$ cat src/rtl/evt_cnt_pkg.sv
package evt_cnt_pkg;

    localparam int ADDR_W = 3;

    typedef enum logic [1:0] {
        PWM_OFF  = 2'd0,
        PWM_HIGH = 2'd1,
        PWM_LOW  = 2'd2
    } pwm_state_e;

    localparam logic [ADDR_W-1:0] ADDR_CTRL     = 3'd0;
    localparam logic [ADDR_W-1:0] ADDR_CNT_LO   = 3'd1;
    localparam logic [ADDR_W-1:0] ADDR_CNT_HI   = 3'd2;
    localparam logic [ADDR_W-1:0] ADDR_PWM_CTRL = 3'd3;
    localparam logic [ADDR_W-1:0] ADDR_PWM_DATA = 3'd4;
    localparam logic [ADDR_W-1:0] ADDR_PWM_CMP  = 3'd5;

    localparam int BIT_EN_LO  = 0;
    localparam int BIT_EN_HI  = 1;
    localparam int BIT_RUN_LO = 2;
    localparam int BIT_RUN_HI = 3;
    localparam int BIT_CASC   = 4;
    localparam int BIT_FLAG   = 5;

endpackage

$ cat src/rtl/evt_sync_edge.sv
module evt_sync_edge #(
    parameter int STAGES = 2
) (
    input  logic clk,
    input  logic rst_n,
    input  logic pin_i,
    output logic rise_o
);
    localparam int LAST = STAGES;

    logic [LAST:0] shift_q;

    always_ff @(posedge clk or negedge rst_n) begin
        if (!rst_n) begin
            shift_q <= '0;
        end else begin
            shift_q <= {shift_q[LAST-1:0], pin_i};
        end
    end

    // a rise is seen once the synchronized level is 1 and the delayed copy is 0
    assign rise_o = shift_q[LAST-1] & ~shift_q[LAST];
endmodule

$ cat src/rtl/evt_half_cnt.sv
module evt_half_cnt #(
    parameter int W = 8
) (
    input  logic         clk,
    input  logic         rst_n,
    input  logic         clr_i,
    input  logic         inc_i,
    input  logic         wrap_en_i,
    input  logic [W-1:0] wrap_at_i,
    output logic [W-1:0] cnt_o,
    output logic         ovf_o
);
    localparam logic [W-1:0] MAX_VAL = '1;

    logic [W-1:0] cnt_q;
    logic [W-1:0] cnt_d;

    always_comb begin
        cnt_d = cnt_q;
        if (clr_i) begin
            cnt_d = '0;
        end else if (inc_i) begin
            if (wrap_en_i && (cnt_q == wrap_at_i)) begin
                cnt_d = '0;
            end else begin
                cnt_d = cnt_q + 1'b1;
            end
        end
    end

    always_ff @(posedge clk or negedge rst_n) begin
        if (!rst_n) begin
            cnt_q <= '0;
        end else begin
            cnt_q <= cnt_d;
        end
    end

    assign ovf_o = inc_i & ~clr_i & ~wrap_en_i & (cnt_q == MAX_VAL);
    assign cnt_o = cnt_q;
endmodule

$ cat src/rtl/evt_pwm_fsm.sv
module evt_pwm_fsm
    import evt_cnt_pkg::*;
#(
    parameter int W = 8
) (
    input  logic         clk,
    input  logic         rst_n,
    input  logic         en_i,
    input  logic [W-1:0] cnt_i,
    input  logic [W-1:0] data_i,
    output logic         pwm_o
);
    pwm_state_e state_q;
    pwm_state_e state_d;
    logic       below;

    assign below = (cnt_i < data_i);

    always_comb begin
        state_d = state_q;
        unique case (state_q)
            PWM_OFF: begin
                if (en_i) state_d = below ? PWM_HIGH : PWM_LOW;
            end
            PWM_HIGH: begin
                if (!en_i)      state_d = PWM_OFF;
                else if (!below) state_d = PWM_LOW;
            end
            PWM_LOW: begin
                if (!en_i)      state_d = PWM_OFF;
                else if (below) state_d = PWM_HIGH;
            end
            default: state_d = PWM_OFF;
        endcase
    end

    always_ff @(posedge clk or negedge rst_n) begin
        if (!rst_n) begin
            state_q <= PWM_OFF;
        end else begin
            state_q <= state_d;
        end
    end

    always_comb begin
        pwm_o = (state_q == PWM_HIGH);
    end
endmodule

$ cat src/rtl/evt_cnt_pair.sv
module evt_cnt_pair
    import evt_cnt_pkg::*;
#(
    parameter int CNT_W       = 8,
    parameter int SYNC_STAGES = 2
) (
    input  logic              clk,
    input  logic              rst_n,
    input  logic              evt_lo_i,
    input  logic              evt_hi_i,
    input  logic              bus_wr_i,
    input  logic [ADDR_W-1:0] bus_addr_i,
    input  logic [CNT_W-1:0]  bus_wdata_i,
    output logic [CNT_W-1:0]  bus_rdata_o,
    output logic              irq_o,
    output logic              pwm_o
);
    localparam int NUM_HALVES = 2;
    localparam int IDX_LO     = 0;
    localparam int IDX_HI     = 1;

    logic [NUM_HALVES-1:0] pins;
    logic [NUM_HALVES-1:0] rise;

    logic en_lo_q, en_hi_q, run_lo_q, run_hi_q, casc_q, flag_q, pwm_en_q;
    logic [CNT_W-1:0] pwm_data_q, pwm_cmp_q;
    logic [CNT_W-1:0] cnt_lo, cnt_hi;
    logic ovf_lo, ovf_hi;
    logic inc_lo, inc_hi;
    logic flag_set;
    logic wr_ctrl, wr_pwm_ctrl, wr_data, wr_cmp;
    logic hi_en_locked;

    assign pins = {evt_hi_i, evt_lo_i};

    for (genvar g = 0; g < NUM_HALVES; g++) begin : g_sync
        evt_sync_edge #(.STAGES(SYNC_STAGES)) u_sync (
            .clk    (clk),
            .rst_n  (rst_n),
            .pin_i  (pins[g]),
            .rise_o (rise[g])
        );
    end

    assign inc_lo = en_lo_q & rise[IDX_LO];
    assign inc_hi = en_hi_q & (casc_q ? ovf_lo : rise[IDX_HI]);

    evt_half_cnt #(.W(CNT_W)) u_lo (
        .clk       (clk),
        .rst_n     (rst_n),
        .clr_i     (~run_lo_q),
        .inc_i     (inc_lo),
        .wrap_en_i (pwm_en_q),
        .wrap_at_i (pwm_cmp_q),
        .cnt_o     (cnt_lo),
        .ovf_o     (ovf_lo)
    );

    evt_half_cnt #(.W(CNT_W)) u_hi (
        .clk       (clk),
        .rst_n     (rst_n),
        .clr_i     (~run_hi_q),
        .inc_i     (inc_hi),
        .wrap_en_i (1'b0),
        .wrap_at_i ('0),
        .cnt_o     (cnt_hi),
        .ovf_o     (ovf_hi)
    );

    assign flag_set     = casc_q ? ovf_hi : (ovf_hi | ovf_lo);
    assign wr_ctrl      = bus_wr_i && (bus_addr_i == ADDR_CTRL);
    assign wr_pwm_ctrl  = bus_wr_i && (bus_addr_i == ADDR_PWM_CTRL);
    assign wr_data      = bus_wr_i && (bus_addr_i == ADDR_PWM_DATA);
    assign wr_cmp       = bus_wr_i && (bus_addr_i == ADDR_PWM_CMP);
    assign hi_en_locked = casc_q & en_lo_q;

    // control register
    always_ff @(posedge clk or negedge rst_n) begin
        if (!rst_n) begin
            en_lo_q  <= 1'b0;
            en_hi_q  <= 1'b0;
            run_lo_q <= 1'b0;
            run_hi_q <= 1'b0;
            casc_q   <= 1'b0;
        end else if (wr_ctrl) begin
            en_lo_q  <= bus_wdata_i[BIT_EN_LO];
            run_lo_q <= bus_wdata_i[BIT_RUN_LO];
            run_hi_q <= bus_wdata_i[BIT_RUN_HI];
            casc_q   <= bus_wdata_i[BIT_CASC];
            if (!hi_en_locked) begin
                en_hi_q <= bus_wdata_i[BIT_EN_HI];
            end
        end
    end

    // sticky overflow flag, set wins over clear
    always_ff @(posedge clk or negedge rst_n) begin
        if (!rst_n) begin
            flag_q <= 1'b0;
        end else if (flag_set) begin
            flag_q <= 1'b1;
        end else if (wr_ctrl && bus_wdata_i[BIT_FLAG]) begin
            flag_q <= 1'b0;
        end
    end

    // PWM enable with order check, data and compare locked while running
    always_ff @(posedge clk or negedge rst_n) begin
        if (!rst_n) begin
            pwm_en_q   <= 1'b0;
            pwm_data_q <= '0;
            pwm_cmp_q  <= '0;
        end else begin
            if (wr_pwm_ctrl) begin
                if (!bus_wdata_i[0]) begin
                    pwm_en_q <= 1'b0;
                end else if (pwm_data_q < pwm_cmp_q) begin
                    pwm_en_q <= 1'b1;
                end
            end
            if (wr_data && !pwm_en_q) pwm_data_q <= bus_wdata_i;
            if (wr_cmp  && !pwm_en_q) pwm_cmp_q  <= bus_wdata_i;
        end
    end

    always_comb begin
        bus_rdata_o = '0;
        unique case (bus_addr_i)
            ADDR_CTRL: begin
                bus_rdata_o[BIT_EN_LO]  = en_lo_q;
                bus_rdata_o[BIT_EN_HI]  = en_hi_q;
                bus_rdata_o[BIT_RUN_LO] = run_lo_q;
                bus_rdata_o[BIT_RUN_HI] = run_hi_q;
                bus_rdata_o[BIT_CASC]   = casc_q;
                bus_rdata_o[BIT_FLAG]   = flag_q;
            end
            ADDR_CNT_LO:   bus_rdata_o = cnt_lo;
            ADDR_CNT_HI:   bus_rdata_o = cnt_hi;
            ADDR_PWM_CTRL: bus_rdata_o[0] = pwm_en_q;
            ADDR_PWM_DATA: bus_rdata_o = pwm_data_q;
            ADDR_PWM_CMP:  bus_rdata_o = pwm_cmp_q;
            default:       bus_rdata_o = '0;
        endcase
    end

    evt_pwm_fsm #(.W(CNT_W)) u_pwm (
        .clk    (clk),
        .rst_n  (rst_n),
        .en_i   (pwm_en_q),
        .cnt_i  (cnt_lo),
        .data_i (pwm_data_q),
        .pwm_o  (pwm_o)
    );

    assign irq_o = flag_q;
endmodule

$ cat config.mk
export PLATFORM = sky130hd
export DESIGN_NAME = evt_cnt_pair
export DESIGN_NICKNAME = d
export VERILOG_FILES = /design/src/rtl/evt_cnt_pkg.sv /design/src/rtl/evt_sync_edge.sv /design/src/rtl/evt_half_cnt.sv /design/src/rtl/evt_pwm_fsm.sv /design/src/rtl/evt_cnt_pair.sv
export SDC_FILE = /design/constraint.sdc
export NUM_CORES = 1
export LEC_CHECK = 0
export ABC_AREA = 1
export CAP_MARGIN = 30
export CORE_MARGIN = 2
export CORE_UTILIZATION = 45
export DETAILED_ROUTE_END_ITERATION = 12
export DONT_BUFFER_PORTS = 1
export SLEW_MARGIN = 20
export SYNTH_ARGS = -nofsm -noshare
export SYNTH_HDL_FRONTEND = slang
export SYNTH_SLANG_ARGS = --single-unit
$ cat constraint.sdc
create_clock -name clk -period 1.8 [get_ports clk]
set_input_delay 0.54 -clock clk [delete_from_list [all_inputs] [get_ports clk]]
set_output_delay 0.54 -clock clk [all_outputs]
set_load 0.03 [all_outputs]
# Word-level counts from Yosys, hierarchy flattened

Index checks and enable logic that the tools add are counted.

Muxes and demuxes: 21
Multiply operators: 0
Reduce and logical (&&, ||, !) cells: 15
Div/mod/pow operators: 0
Add/subtract/negate cells: 2
Eq/ne operators: 16
$lt $le $gt $ge: 2
Shift operators: 0
Bitwise operators: 15

Operators by type and width:

| operator                                                                | number |
|---|---|
| 8-bit two-way mux                                                       | 5 |
| 5-bit one-hot mux with 5 select lines                                   | 1 |
| 8-bit by 1-bit adder with 8-bit output, second input constant           | 2 |
| 8-bit == test, second input constant                                    | 2 |
| 8-bit less-than comparator                                              | 2 |
| 2-bit two-way mux                                                       | 6 |
| 1-bit AND                                                               | 10 |
| 8-bit == test                                                           | 1 |
| 1-bit logical AND                                                       | 8 |
| 2-bit one-hot mux with 4 select lines                                   | 1 |
| 3-bit by 2-bit == test with 1-bit output, second input constant         | 2 |
| 3-bit == test, second input constant                                    | 2 |
| 1-bit two-way mux                                                       | 6 |
| 2-bit by 1-bit inequality test with 1-bit output, second input constant | 3 |
| 1-bit one-hot mux with 6 select lines                                   | 1 |
| 2-bit one-hot mux with 3 select lines                                   | 1 |
| 1-bit inverter                                                          | 4 |
| 2-bit AND reduction                                                     | 2 |
| 3-bit by 1-bit == test with 1-bit output, second input constant         | 1 |
| 3-bit zero test                                                         | 1 |
| 3-bit by 2-bit inequality test with 1-bit output, second input constant | 1 |
| 3-bit inequality test, second input constant                            | 1 |
| 3-bit AND reduction                                                     | 1 |
| 2-bit by 1-bit == test with 1-bit output, second input constant         | 1 |
| 6 further kinds                                                         | 6 |

Logic and storage cells: 85
Output and inout bits: 10
Bits in registers: 47
Bits in latches: 0
ROM bits: 0
Bits in writable memories: 0
Bits of input ports: 16
Memories: 0

# Logic depth before layout (Yosys ltp)

Gate-level depths: netlist of the first run.

Word-level depth: 13
Mapped depth: 10
Mapped depth without buffers: 9

# By module

Synthesis of the first run repeated with hierarchy kept, for this count alone.

Cells, all modules: 443
Area total of the unflattened synthesis: 3,184.3 µm²

Modules (own cells, without submodules):

| module        | cells each | sequential area each (µm²) | area each (µm²) | instances |
|---|---|---|---|---|
| evt_cnt_pair  | 191        | 575.6                      | 1,452.6         | 1 |
| evt_half_cnt  | 101        | 200.2                      | 648.1           | 2 |
| evt_pwm_fsm   | 40         | 50.0                       | 265.3           | 1 |
| evt_sync_edge | 5          | 75.1                       | 85.1            | 2 |

# Least setup slack after synthesis of the first run

OpenSTA, ideal clock, no wires.

Path kind: in2out
Start: in bus_addr_i[0]
End: out bus_rdata_o[1]
Stages on the path: 3
Data arrival time: 1.491 ns
Path buffers: 0
Path slack: -0.231 ns
Data required time: 1.260 ns
Path through: nor2_1 nand2_1 o21ai_0

Longest elaborated chain between the ends: 2
Elaborated cells between the ends (all ways): 6
Those cells by class: eq/ne (4); mux (1); reduce/logical (1)

Ends and longest elaborated chain:

| item                                    | RTL line            | text |
|---|---|---|
| start, declared                         | evt_cnt_pair.sv:12  | `input logic [ADDR_W-1:0] bus_addr_i,` |
| 3-bit == test (tied with other cells)   | evt_cnt_pair.sv:128 | `unique case (bus_addr_i)` |
| 5-bit one-hot mux with 5 select lines * | evt_cnt_pair.sv:128 |  |
| end, declared                           | evt_cnt_pair.sv:14  | `output logic [CNT_W-1:0] bus_rdata_o,` |

Mark *: on every way between the ends. The rest lies on a longest branch, timed or not.

# Final worst setup path of the first run

Ends and elaborated chain as after synthesis.

==> impl_metrics.env, run 1 <==
export IMPL_final_layout_size_suffix_gt1_frac=0.267
export IMPL_end_kind="primary output"
export IMPL_hpwlAfterDp_mm=6.13
export IMPL_drcViolationCount=0
export IMPL_cp_required_ns=1.26
export IMPL_drtPass1Iterations=5
export IMPL_netlist_instances=404
export IMPL_yosysUniqueCellTypes=37
export IMPL_yosysTopAreaCell="dfrtp_1"
export IMPL_maxClockFrequency_mhz=539
export IMPL_power_density_mw_per_mm2=1100
export IMPL_path_clk_slew_ns=0.10
export IMPL_instances_no_fill=531
export IMPL_mappedNetlistArea_mm2=0.00300
export IMPL_synth_area_leaders="dfrtp_1 (39%), nand2_1 (14%), inv_1 (7.6%)"
export IMPL_track_usage=0.244
export IMPL_die_w_um=85.6
export IMPL_async_flop_share=1.00
export IMPL_yosys_cell_count_top_type="nand2_1"
export IMPL_die_area_mm2=0.00732
export IMPL_setup_viol=5
export IMPL_synthDominantCellAreaShare=0.393
export IMPL_ir_worst_vdd_mv=0.729
export IMPL_core_area_mm2=0.00639
export IMPL_postRouteAntennaNets=0
export IMPL_grt_max_degree=48
export IMPL_dr_total_vias=2819
export IMPL_syn2layout_area_growth_pct=24.1
export IMPL_maxSlewViolCount=0
export IMPL_total_power_mw=4.09
export IMPL_drt_wl_total_mm=8.25
export IMPL_num_rows=29
export IMPL_critPathSlowestCell="buf_4"
export IMPL_synth_flop_cell="dfrtp_1"
export IMPL_antenna_cells=0
export IMPL_cts_tree="yes"
export IMPL_die_h_um=85.6
export IMPL_rsz0062_at_grt="true"
export IMPL_fin_nets=485
export IMPL_place_inst=505
export IMPL_clock_sinks=47
export IMPL_cts_max_level=2
export IMPL_routed_via_density=5.31
export IMPL_path_class="in -> out"
export IMPL_crit_path_max_incr_delay_ns=0.19
export IMPL_antenna_found_initial=0
export IMPL_netlist_top_cells_count="nand2_1 (110), inv_1 (61), dfrtp_1 (47)"
export IMPL_numCtsBuffers=5
export IMPL_hp_class="in -> async"
export IMPL_clk_path_buf_depth=2
export IMPL_slew_limit_headroom=0.772
export IMPL_maxCapViolCount=0
export IMPL_finalCritPeriodShare=1.03
export IMPL_ioPinCount=26
export IMPL_cts_root_buffer="clkbuf_8"
export IMPL_p_leak_nw=1.93
export IMPL_synth_seq_area_share=0.393
export IMPL_clk_latency_ns=0.31
export IMPL_hold_viol=0
export IMPL_period_minus_slack_ns=1.86
export IMPL_finalClockSkew_ns=0.00971
export IMPL_path_cells="nor2_4 > nand2_4 > inv_2 > nand2_1 > o21ai_0 > nor2_1 > o21ai_1 > buf_4"
export IMPL_fin_ws_ns=-0.0554
export IMPL_drt_iter0_drc=165
export IMPL_grt_pass1_wl_mm=13.8
export IMPL_setup_tns_ns=-0.147
export IMPL_initial_core_util=0.469
export IMPL_overflow=0
export IMPL_tightest_slew_ns=0.342
export IMPL_numPortBuffers=0
export IMPL_synth_edf_count=0
export IMPL_cp_max_fo=6
export IMPL_synth_seq_cells=47
export IMPL_synth_fp_nets=436
export IMPL_start_kind="primary input"
export IMPL_outcome="finished with violations"
export IMPL_avgSynthCellArea_um2=7.41
export IMPL_grt_pass1_vias=2736
export IMPL_gp_congestion=0.904
export IMPL_violations="negative setup slack"
export IMPL_wl_per_cell_um=15.5
export IMPL_arrival_ns=1.32
export IMPL_ys_warn_count=0
export IMPL_num_fill_cells=597
-- worst paths after layout --
check	slack, ns	start	cells after the start	to
max in group asynchronous	1.51	rst_n	1	pwm_cmp_q[3]
worst max register to register	0.15	u_lo.cnt_o[1]	9	u_hi.cnt_o[1]
worst min register to register	0.36	g_sync[0].u_sync.shift_q[0]	0	g_sync[0].u_sync.shift_q[1]
worst min-delay path	0.05	rst_n	1	u_lo.cnt_o[2]
worst max-delay path	-0.06	bus_addr_i[0]	8	bus_rdata_o[1]
min in group clk	0.25	evt_hi_i	0	g_sync[1].u_sync.shift_q[0]
-- cells in the final DEF, fill, tap and decap left out, types with 2 or more instances in the layout --
master    Yosys  routed
nand2_1     110     107
dfrtp_1      47      44
buf_4         0      42
inv_1        61      41
nor2_1       35      33
nand3_1      28      26
inv_2         5      23
o21ai_0      25      18
ha_1         16      16
nand4_1      13      13
a21oi_1      15      13
o21ai_2       2       6
o21ai_1       2       5
xor2_1        5       5
clkbuf_8      0       5
nand3_4       2       4
nand2_4       2       4
o22ai_2       0       4
a21oi_2       2       4
o22ai_1       8       4
buf_6         2       4
nand3_2       3       3
nand2_2       2       3
dfrtp_2       0       3
inv_6         0       2
nor2_4        1       2
nor2_2        1       2
nor3_1        2       2
buf_12        0       2
-- state kept, by name, summed over array words and instances (netlist names) --
| register | cells |
|---|---|
| en_hi_q | 1 |
| g_sync.u_sync.shift_q | 6 |
| u_lo.cnt_o | 8 |
| irq_o | 1 |
| en_lo_q | 1 |
| pwm_data_q | 8 |
| run_lo_q | 1 |
| casc_q | 1 |
| run_hi_q | 1 |
| pwm_en_q | 1 |
| u_hi.cnt_o | 8 |
| u_pwm.state_q | 2 |
| pwm_cmp_q | 8 |
-- cell families after synthesis --
| group | after synthesis | synth area share |
|---|---|---|
| AND/OR/NAND/NOR | 200 | 0.304 |
| flip-flops | 47 | 0.393 |
| buffers and inverters | 74 | 0.0990 |
| XOR/XNOR | 6 | 0.0175 |
| AO/OA/AOI/OAI | 61 | 0.120 |
| adder cells (fa/ha/maj) | 16 | 0.0668 |
-- worst max-delay path: cells and delay by family --
family | cells | cell delay (ns)
AND/OR/NAND/NOR | 4 | 0.33
AO/OA/AOI/OAI | 2 | 0.18
buffers and inverters | 2 | 0.25
-- per-layer routing --
| metal | wire, um | share of wire | vias up | track usage |
|---|---|---|---|---|
| li1 | - | - | 1397 | - |
| met1 | 3860 | 0.47 | 1322 | 0.347 |
| met2 | 3830 | 0.46 | 86 | 0.370 |
| met3 | 391 | 0.047 | 14 | 0.0452 |
| met4 | 165 | 0.020 | 0 | 0.0952 |
| met5 | 0 | 0 | - | 0 |
-- per-stage QoR --
stage / util / hold slack, ns / area, um2 / worst slack (ns)
final: 0.582 / 0.0547 / 3720 / -0.0554
after global routing: 0.582 / 0.0574 / 3720 / -0.135
after CTS: 0.569 / 0.0730 / 3630 / -0.0559
after detailed placement: 0.524 / 0.246 / 3340 / -0.0853
after global placement: 0.524 / 0.246 / 3340 / -0.0839
after floorplan: - / 0.244 / 3040 / -0.0668
-- area by class of cell --
class	count	area (um2)	share of cell area
Timing Repair Buffer	49	428	0.115
Clock inverter	3	46.3	0.0124
Clock buffer	5	68.8	0.0185
Tap cell	77	96.3	0.0259
Inverter	67	259	0.0696
Multi-Input combinational cell	283	1640	0.441
Sequential cell	47	1180	0.317
-- power breakdown --
group / switching (mW) / internal, mW / total (mW) / leakage, nW
sequential: 0.175 / 1.29 / 1.47 / 0.583
combinational: 1.05 / 0.759 / 1.81 / 1.29
clock: 0.391 / 0.419 / 0.810 / 0.0548
-- what timing repair did --
item	4_1_cts	5_1_grt
hold buffers	1	0
pin swaps	10	10
endpoints found under the setup margin	8	7
endpoints found under the hold margin	47	0
buffers inserted	11	6
gates resized for setup	29	16
gates cloned	0	0
No activity file was read; power rests on OpenSTA's default activity.
==> inputs of run 2 (changes only) <==
Settings changed: CAP_MARGIN 30 to default, CELL_PAD_IN_SITES_DETAIL_PLACEMENT from default to 1, CELL_PAD_IN_SITES_GLOBAL_PLACEMENT from default to 2, CORE_UTILIZATION 45 to 37, PLACE_DENSITY_LB_ADDON from default to 0.1, SYNTH_HIERARCHICAL from default to 1.
==> run 2 against run 1 <==
The run still ends with negative setup slack left; cell count up 17%; sequential power barely moved; count of clock-buffer cells in the layout stayed put; setup slack worse by 0.11 ns; critical path depth decreased by 1; highest routed layer unchanged.
==> impl_metrics.env, run 2 <==
export IMPL_antenna_found_initial=0
export IMPL_finalCritPeriodShare=1.09
export IMPL_outcome="finished with violations"
export IMPL_clk_latency_ns=0.31
export IMPL_finalClockSkew_ns=0.00596
export IMPL_die_w_um=96.8
export IMPL_yosysUniqueCellTypes=33
export IMPL_cts_root_buffer="clkbuf_8"
export IMPL_slew_limit_headroom=0.514
export IMPL_synth_seq_area_share=0.369
export IMPL_drcViolationCount=0
export IMPL_maxSlewViolCount=0
export IMPL_arrival_ns=1.42
export IMPL_final_common_cell="nand2_1"
export IMPL_seqPwrFrac=0.401
export IMPL_synth_xor_area_frac=0.0275
export IMPL_critPathTopFamily="simple AND/OR/NAND/NOR gates"
export IMPL_synth_compound_area_share=0.0998
export IMPL_clk_path_buf_depth=2
export IMPL_track_usage=0.214
export IMPL_clock_sinks=47
export IMPL_syn2layout_area_growth_pct=34.5
export IMPL_power_density_mw_per_mm2=866
export IMPL_numPortBuffers=0
export IMPL_netlist_instances=443
export IMPL_synth_edf_count=0
export IMPL_crit_path_max_incr_delay_ns=0.19
export IMPL_cts_tree="yes"
export IMPL_yosys_cell_count_top_type="nand2_1"
export IMPL_mostFrequentLayoutCells="nand2_1 (130), inv_1 (68), dfrtp_1 (47), buf_4 (38)"
export IMPL_path_cells="nor2_2 > nand2_2 > buf_4 > o22ai_1 > inv_1 > nand4_1 > buf_6"
export IMPL_wl_per_cell_um=15.9
export IMPL_fin_ws_ns=-0.161
export IMPL_p_leak_nw=2.27
export IMPL_path_clk_slew_ns=0.10
export IMPL_p_switching_mw=1.46
export IMPL_synthDominantCellAreaShare=0.369
export IMPL_gp_congestion=0.820
export IMPL_core_area_mm2=0.00830
export IMPL_fin_nets=548
export IMPL_die_area_mm2=0.00936
export IMPL_comb_power_share=0.377
export IMPL_critPathSlowestCell="nor2_2"
export IMPL_die_h_um=96.8
export IMPL_ir_worst_vdd_mv=0.521
export IMPL_period_minus_slack_ns=1.96
export IMPL_synth_area_mux_share=0
export IMPL_synthAdderAreaFrac=0.0629
export IMPL_grt_pass1_vias=3237
export IMPL_setup_tns_ns=-1.34
export IMPL_async_flop_share=1.00
export IMPL_hold_viol=0
export IMPL_synth_simple_area_share=0.326
export IMPL_path_buf_inv=3
export IMPL_clock_power_share=0.222
export IMPL_postRouteAntennaNets=0
export IMPL_synth_flop_cell="dfrtp_1"
export IMPL_cp_required_ns=1.26
export IMPL_dr_total_vias=3034
export IMPL_yosysTopAreaCell="dfrtp_1"
export IMPL_power_internal_mw=2.25
export IMPL_regArea_mm2=0.00118
export IMPL_avgSynthCellArea_um2=7.19
export IMPL_setup_viol=17
export IMPL_synth_area_leaders="dfrtp_1 (37%), nand2_1 (17%), inv_1 (8.5%)"
export IMPL_antenna_cells=0
export IMPL_final_util=0.516
export IMPL_path_class="in -> out"
export IMPL_drt_iter0_drc=81
export IMPL_ioPinCount=26
export IMPL_overflow=0
export IMPL_end_kind="primary output"
export IMPL_num_fill_cells=1038
export IMPL_routed_via_density=4.88
export IMPL_rr_worst_depth=13
export IMPL_dr_wl_met3_um=378
export IMPL_synth_seq_cells=47
export IMPL_maxCapViolCount=0
export IMPL_numCtsBuffers=5
export IMPL_num_rows=33
export IMPL_maxClockFrequency_mhz=510
export IMPL_grt_max_degree=48
export IMPL_netlist_top_cells_count="nand2_1 (145), inv_1 (72), dfrtp_1 (47)"
export IMPL_start_kind="primary input"
export IMPL_violations="negative setup slack"
export IMPL_initial_core_util=0.384
export IMPL_multi_input_area_mm2=0.00196
export IMPL_final_layout_size_suffix_gt1_frac=0.317
export IMPL_drt_wl_total_mm=9.89
export IMPL_mappedNetlistArea_mm2=0.00318
export IMPL_rsz0062_at_grt="true"
export IMPL_hpwlAfterDp_mm=7.42
export IMPL_cp_max_fo=4
export IMPL_wl_met2_mm=5.07
export IMPL_drtPass1Iterations=4
export IMPL_cp_num_cells=7
export IMPL_drt_met1_wl_mm=4.31
export IMPL_p_sw_frac=0.395
export IMPL_tightest_slew_ns=0.727
export IMPL_ys_warn_count=6
export IMPL_grt_pass1_wl_mm=16.1
export IMPL_cts_max_level=2
export IMPL_hp_class="in -> async"
export IMPL_maxUsedRoutingLayer="met4"
export IMPL_synth_top_family_by_area="simple AND/OR/NAND/NOR gates"
[run 2: changes by cell type after synthesis, moves of 7 or more]
cell	previous run	this run
nand2_1	110	145
nor2_1	35	17
inv_1	61	72
o21ai_0	25	14
o21ai_2	2	10
nor2_2	1	8
o22ai_1	8	1
[run 2: kinds of logic after synthesis]
| group | count (synthesis) |
|---|---|
| flip-flops | 47 |
| AND/OR/NAND/NOR | 227 |
| buffers and inverters | 90 |
| AO/OA/AOI/OAI | 52 |
| adder cells (fa/ha/maj) | 16 |
| XOR/XNOR | 10 |
| other | 1 |
[run 2: what timing repair did]
action                                  4_1_cts  5_1_grt
endpoints found under the setup margin       17       17
pin swaps                                    24       20
endpoints found under the hold margin        47        0
setup buffers                                12        4
hold buffers                                  1        0
gates resized for setup                      53       35
[run 2: routing by layer]
metal | track usage | vias up
li1 | - | 1506
met1 | 0.270 | 1481
met2 | 0.379 | 38
met3 | 0.0434 | 9
met4 | 0.0477 | 0
met5 | 0 | -
[run 2: cell type report]
type / instances / share of cell area
well taps: 105 / 0.0307
clock inverters: 3 / 0.0111
flip-flops and latches: 47 / 0.275
clock buffers: 5 / 0.0161
inverters: 84 / 0.0789
multi-input cells: 320 / 0.457
repair buffers: 58 / 0.132
[run 2: power by group through the flow]
stage	registers, mW	clock network, mW	logic, mW
floorplan	1.42	0	0.893
global placement	1.49	0	1.21
detailed placement	1.50	0	1.26
CTS	1.48	0.843	1.37
global route	1.52	0.884	1.60
finish	1.49	0.823	1.40
[run 2: worst paths after layout]
check / start / endpoint / slack [ns]
max in group asynchronous: rst_n / casc_q / 1.51
min: rst_n / u_lo/cnt_o[2] / 0.08
max reg2reg: u_lo/cnt_o[1] / irq_o / -0.05
min reg2reg: g_sync[1].u_sync/shift_q[0] / g_sync[1].u_sync/shift_q[1] / 0.36
min in group clk: evt_hi_i / g_sync[1].u_sync/shift_q[0] / 0.26
max: bus_addr_i[1] / bus_rdata_o[0] / -0.16
[run 2: metrics by stage]
stage | instances | hold WS, ns | instance area [um2] | total power [mW] | worst slack [ns]
6_report | 622 | 0.0763 | 4280 | 3.71 | -0.161
2_1_floorplan | 457 | 0.244 | 3250 | 2.31 | -0.0540
5_1_grt | 622 | 0.0804 | 4280 | 4.00 | -0.218
3_3_place_gp | 599 | 0.246 | 3710 | 2.70 | -0.203
3_5_place_dp | 599 | 0.246 | 3710 | 2.76 | -0.208
4_1_cts | 619 | 0.0840 | 4140 | 3.69 | -0.120
==> inputs of run 3 (changes only) <==
Settings changed: CORE_ASPECT_RATIO from default to 1.25, CORE_UTILIZATION 37 to 39.
Clock period 1.8 ns to 2.5 ns, I/O delays scaled along.
==> run 3 against run 2 <==
The flow now finishes without violations; design area is 17% lower; first-iteration DRC count increased by 1.2%; combinational power is 41% lower; die area shrank 4.9%; global-route usage barely moved; register-to-register slack gained 0.50 ns; flip-flop and latch count is the same.
==> impl_metrics.env, run 3 (same netlist as run 2, synthesis figures left out) <==
export IMPL_outcome="finished clean"
export IMPL_final_common_cell="nand2_1"
export IMPL_num_fill_cells=1049
export IMPL_path_buf_inv=3
export IMPL_cp_max_fo=8
export IMPL_slew_limit_headroom=0.595
export IMPL_power_internal_mw=1.60
export IMPL_path_cells="inv_1 > nor2_1 > nand2_1 > inv_2 > nand2_1 > o21ai_0 > a21oi_1 > nand3_1 > buf_4"
export IMPL_clock_power_share=0.266
export IMPL_critPathSlowestCell="buf_4"
export IMPL_hold_viol=0
export IMPL_numCtsBuffers=5
export IMPL_maxCapViolCount=0
export IMPL_antenna_found_initial=0
export IMPL_final_layout_size_suffix_gt1_frac=0.138
export IMPL_end_kind="primary output"
export IMPL_track_usage=0.215
export IMPL_fin_nets=503
export IMPL_ir_worst_vdd_mv=0.375
export IMPL_tightest_slew_ns=0.606
export IMPL_grt_max_degree=48
export IMPL_setup_tns_ns=0
export IMPL_hpwlAfterDp_mm=7.06
export IMPL_grt_pass1_wl_mm=15.0
export IMPL_finalClockSkew_ns=0.00679
export IMPL_setup_viol=0
export IMPL_power_density_mw_per_mm2=727
export IMPL_gp_congestion=0.848
export IMPL_path_clk_slew_ns=0.09
export IMPL_drt_iter0_drc=82
export IMPL_cp_num_cells=9
export IMPL_drcViolationCount=0
export IMPL_initial_core_util=0.404
export IMPL_cts_tree="yes"
export IMPL_period_minus_slack_ns=2.36
export IMPL_dr_total_vias=2833
export IMPL_comb_power_share=0.321
export IMPL_postCtsSetupRepairBufs=0
export IMPL_routed_via_density=5.00
export IMPL_holdBufCountCts=0
export IMPL_cp_common_cell="nand2_1"
export IMPL_antenna_cells=0
export IMPL_die_h_um=105
export IMPL_finalCritPeriodShare=0.944
export IMPL_ioPinCount=26
export IMPL_arrival_ns=1.61
export IMPL_numPortBuffers=0
export IMPL_post_place_ws_ns=0.127
export IMPL_cts_repair_resized=0
export IMPL_hp_class="in -> async"
export IMPL_r2r_start="u_lo/cnt_o[0]"
export IMPL_path_class="in -> out"
export IMPL_r2r_end="u_hi/cnt_o[2]"
export IMPL_core_area_mm2=0.00788
export IMPL_rsz0062_at_grt="false"
export IMPL_p_sw_frac=0.380
export IMPL_p_leak_nw=1.91
export IMPL_num_rows=36
export IMPL_rr_worst_depth=11
export IMPL_critPathTopFamily="buffers and inverters"
export IMPL_wl_per_cell_um=15.7
export IMPL_grt_pass1_vias=3059
export IMPL_drt_wl_total_mm=8.88
export IMPL_clk_latency_ns=0.32
export IMPL_postRouteAntennaNets=0
export IMPL_hold_ws_ns=0.111
export IMPL_die_w_um=84.8
export IMPL_cts_max_level=2
export IMPL_r2r_slack_ns=0.45
export IMPL_seqPwrFrac=0.413
export IMPL_overflow=0
export IMPL_maxClockFrequency_mhz=424
export IMPL_cts_root_buffer="clkbuf_8"
export IMPL_final_util=0.450
export IMPL_fin_ws_ns=0.140
export IMPL_clk_path_buf_depth=2
export IMPL_cp_required_ns=1.75
export IMPL_total_power_mw=2.58
export IMPL_maxSlewViolCount=0
export IMPL_start_kind="primary input"
export IMPL_syn2layout_area_growth_pct=11.4
export IMPL_crit_path_max_incr_delay_ns=0.19
export IMPL_drtPass1Iterations=4
export IMPL_clock_sinks=47
export IMPL_die_area_mm2=0.00891
export IMPL_p_switching_uw=981
export IMPL_mostFrequentLayoutCells="nand2_1 (145), inv_1 (72), dfrtp_1 (47), nand3_1 (32), nor2_1 (17)"
-- run 3: cell count changes in the layout (fill, tap and decap cells not counted), moves of 4 or more --
cell | previous run | this run
nand3_2 | 17 | 3
inv_1 | 68 | 72
nand2_1 | 130 | 145
a21oi_2 | 5 | 1
buf_4 | 38 | 13
nand2_2 | 15 | 5
nand2_4 | 6 | 1
nand3_1 | 17 | 32
buf_12 | 4 | 0
buf_6 | 14 | 0
nor2_1 | 10 | 17
a21oi_1 | 10 | 15
nor2_2 | 12 | 8
-- run 3: stage by stage --
step | cells | cell area (um2)
after floorplan | 457 | 3240
after global placement | 559 | 3410
after detailed placement | 559 | 3410
after CTS | 567 | 3550
after global routing | 567 | 3550
final | 567 | 3550
-- run 3: routing by layer --
metal	share of wire	track usage
met1	0.40	0.241
met2	0.54	0.398
met3	0.035	0.0395
met4	0.023	0.0760
met5	0	0
-- run 3: worst max-delay path by stage --
stage | start | endpoint | slack [ns]
after floorplan | bus_addr_i[1] | bus_rdata_o[6] | 0.22
after global placement | bus_addr_i[2] | bus_rdata_o[5] | 0.17
after detailed placement | bus_addr_i[1] | bus_rdata_o[2] | 0.13
after CTS | bus_addr_i[1] | bus_rdata_o[2] | 0.13
after global routing | bus_addr_i[1] | bus_rdata_o[4] | 0.03
final | bus_addr_i[1] | bus_rdata_o[2] | 0.14
-- run 3: layout make-up --
cell class	count	area, um2	area share
inverter	84	318	0.0896
tap	95	119	0.0335
timing repair buffer	13	97.6	0.0275
clock inverter	3	67.6	0.0190
sequential	47	1180	0.332
multi-input combinational	320	1700	0.479
clock buffer	5	68.8	0.0194
-- run 3: power by group through the flow --
stage          logic, mW  registers [mW]  clock network [mW]
6_report           0.829            1.07               0.686
5_1_grt            0.950            1.09               0.725
4_1_cts            0.842            1.06               0.702
3_5_place_dp       0.831            1.08                   0
3_3_place_gp       0.785            1.08                   0
2_1_floorplan      0.640            1.02                   0
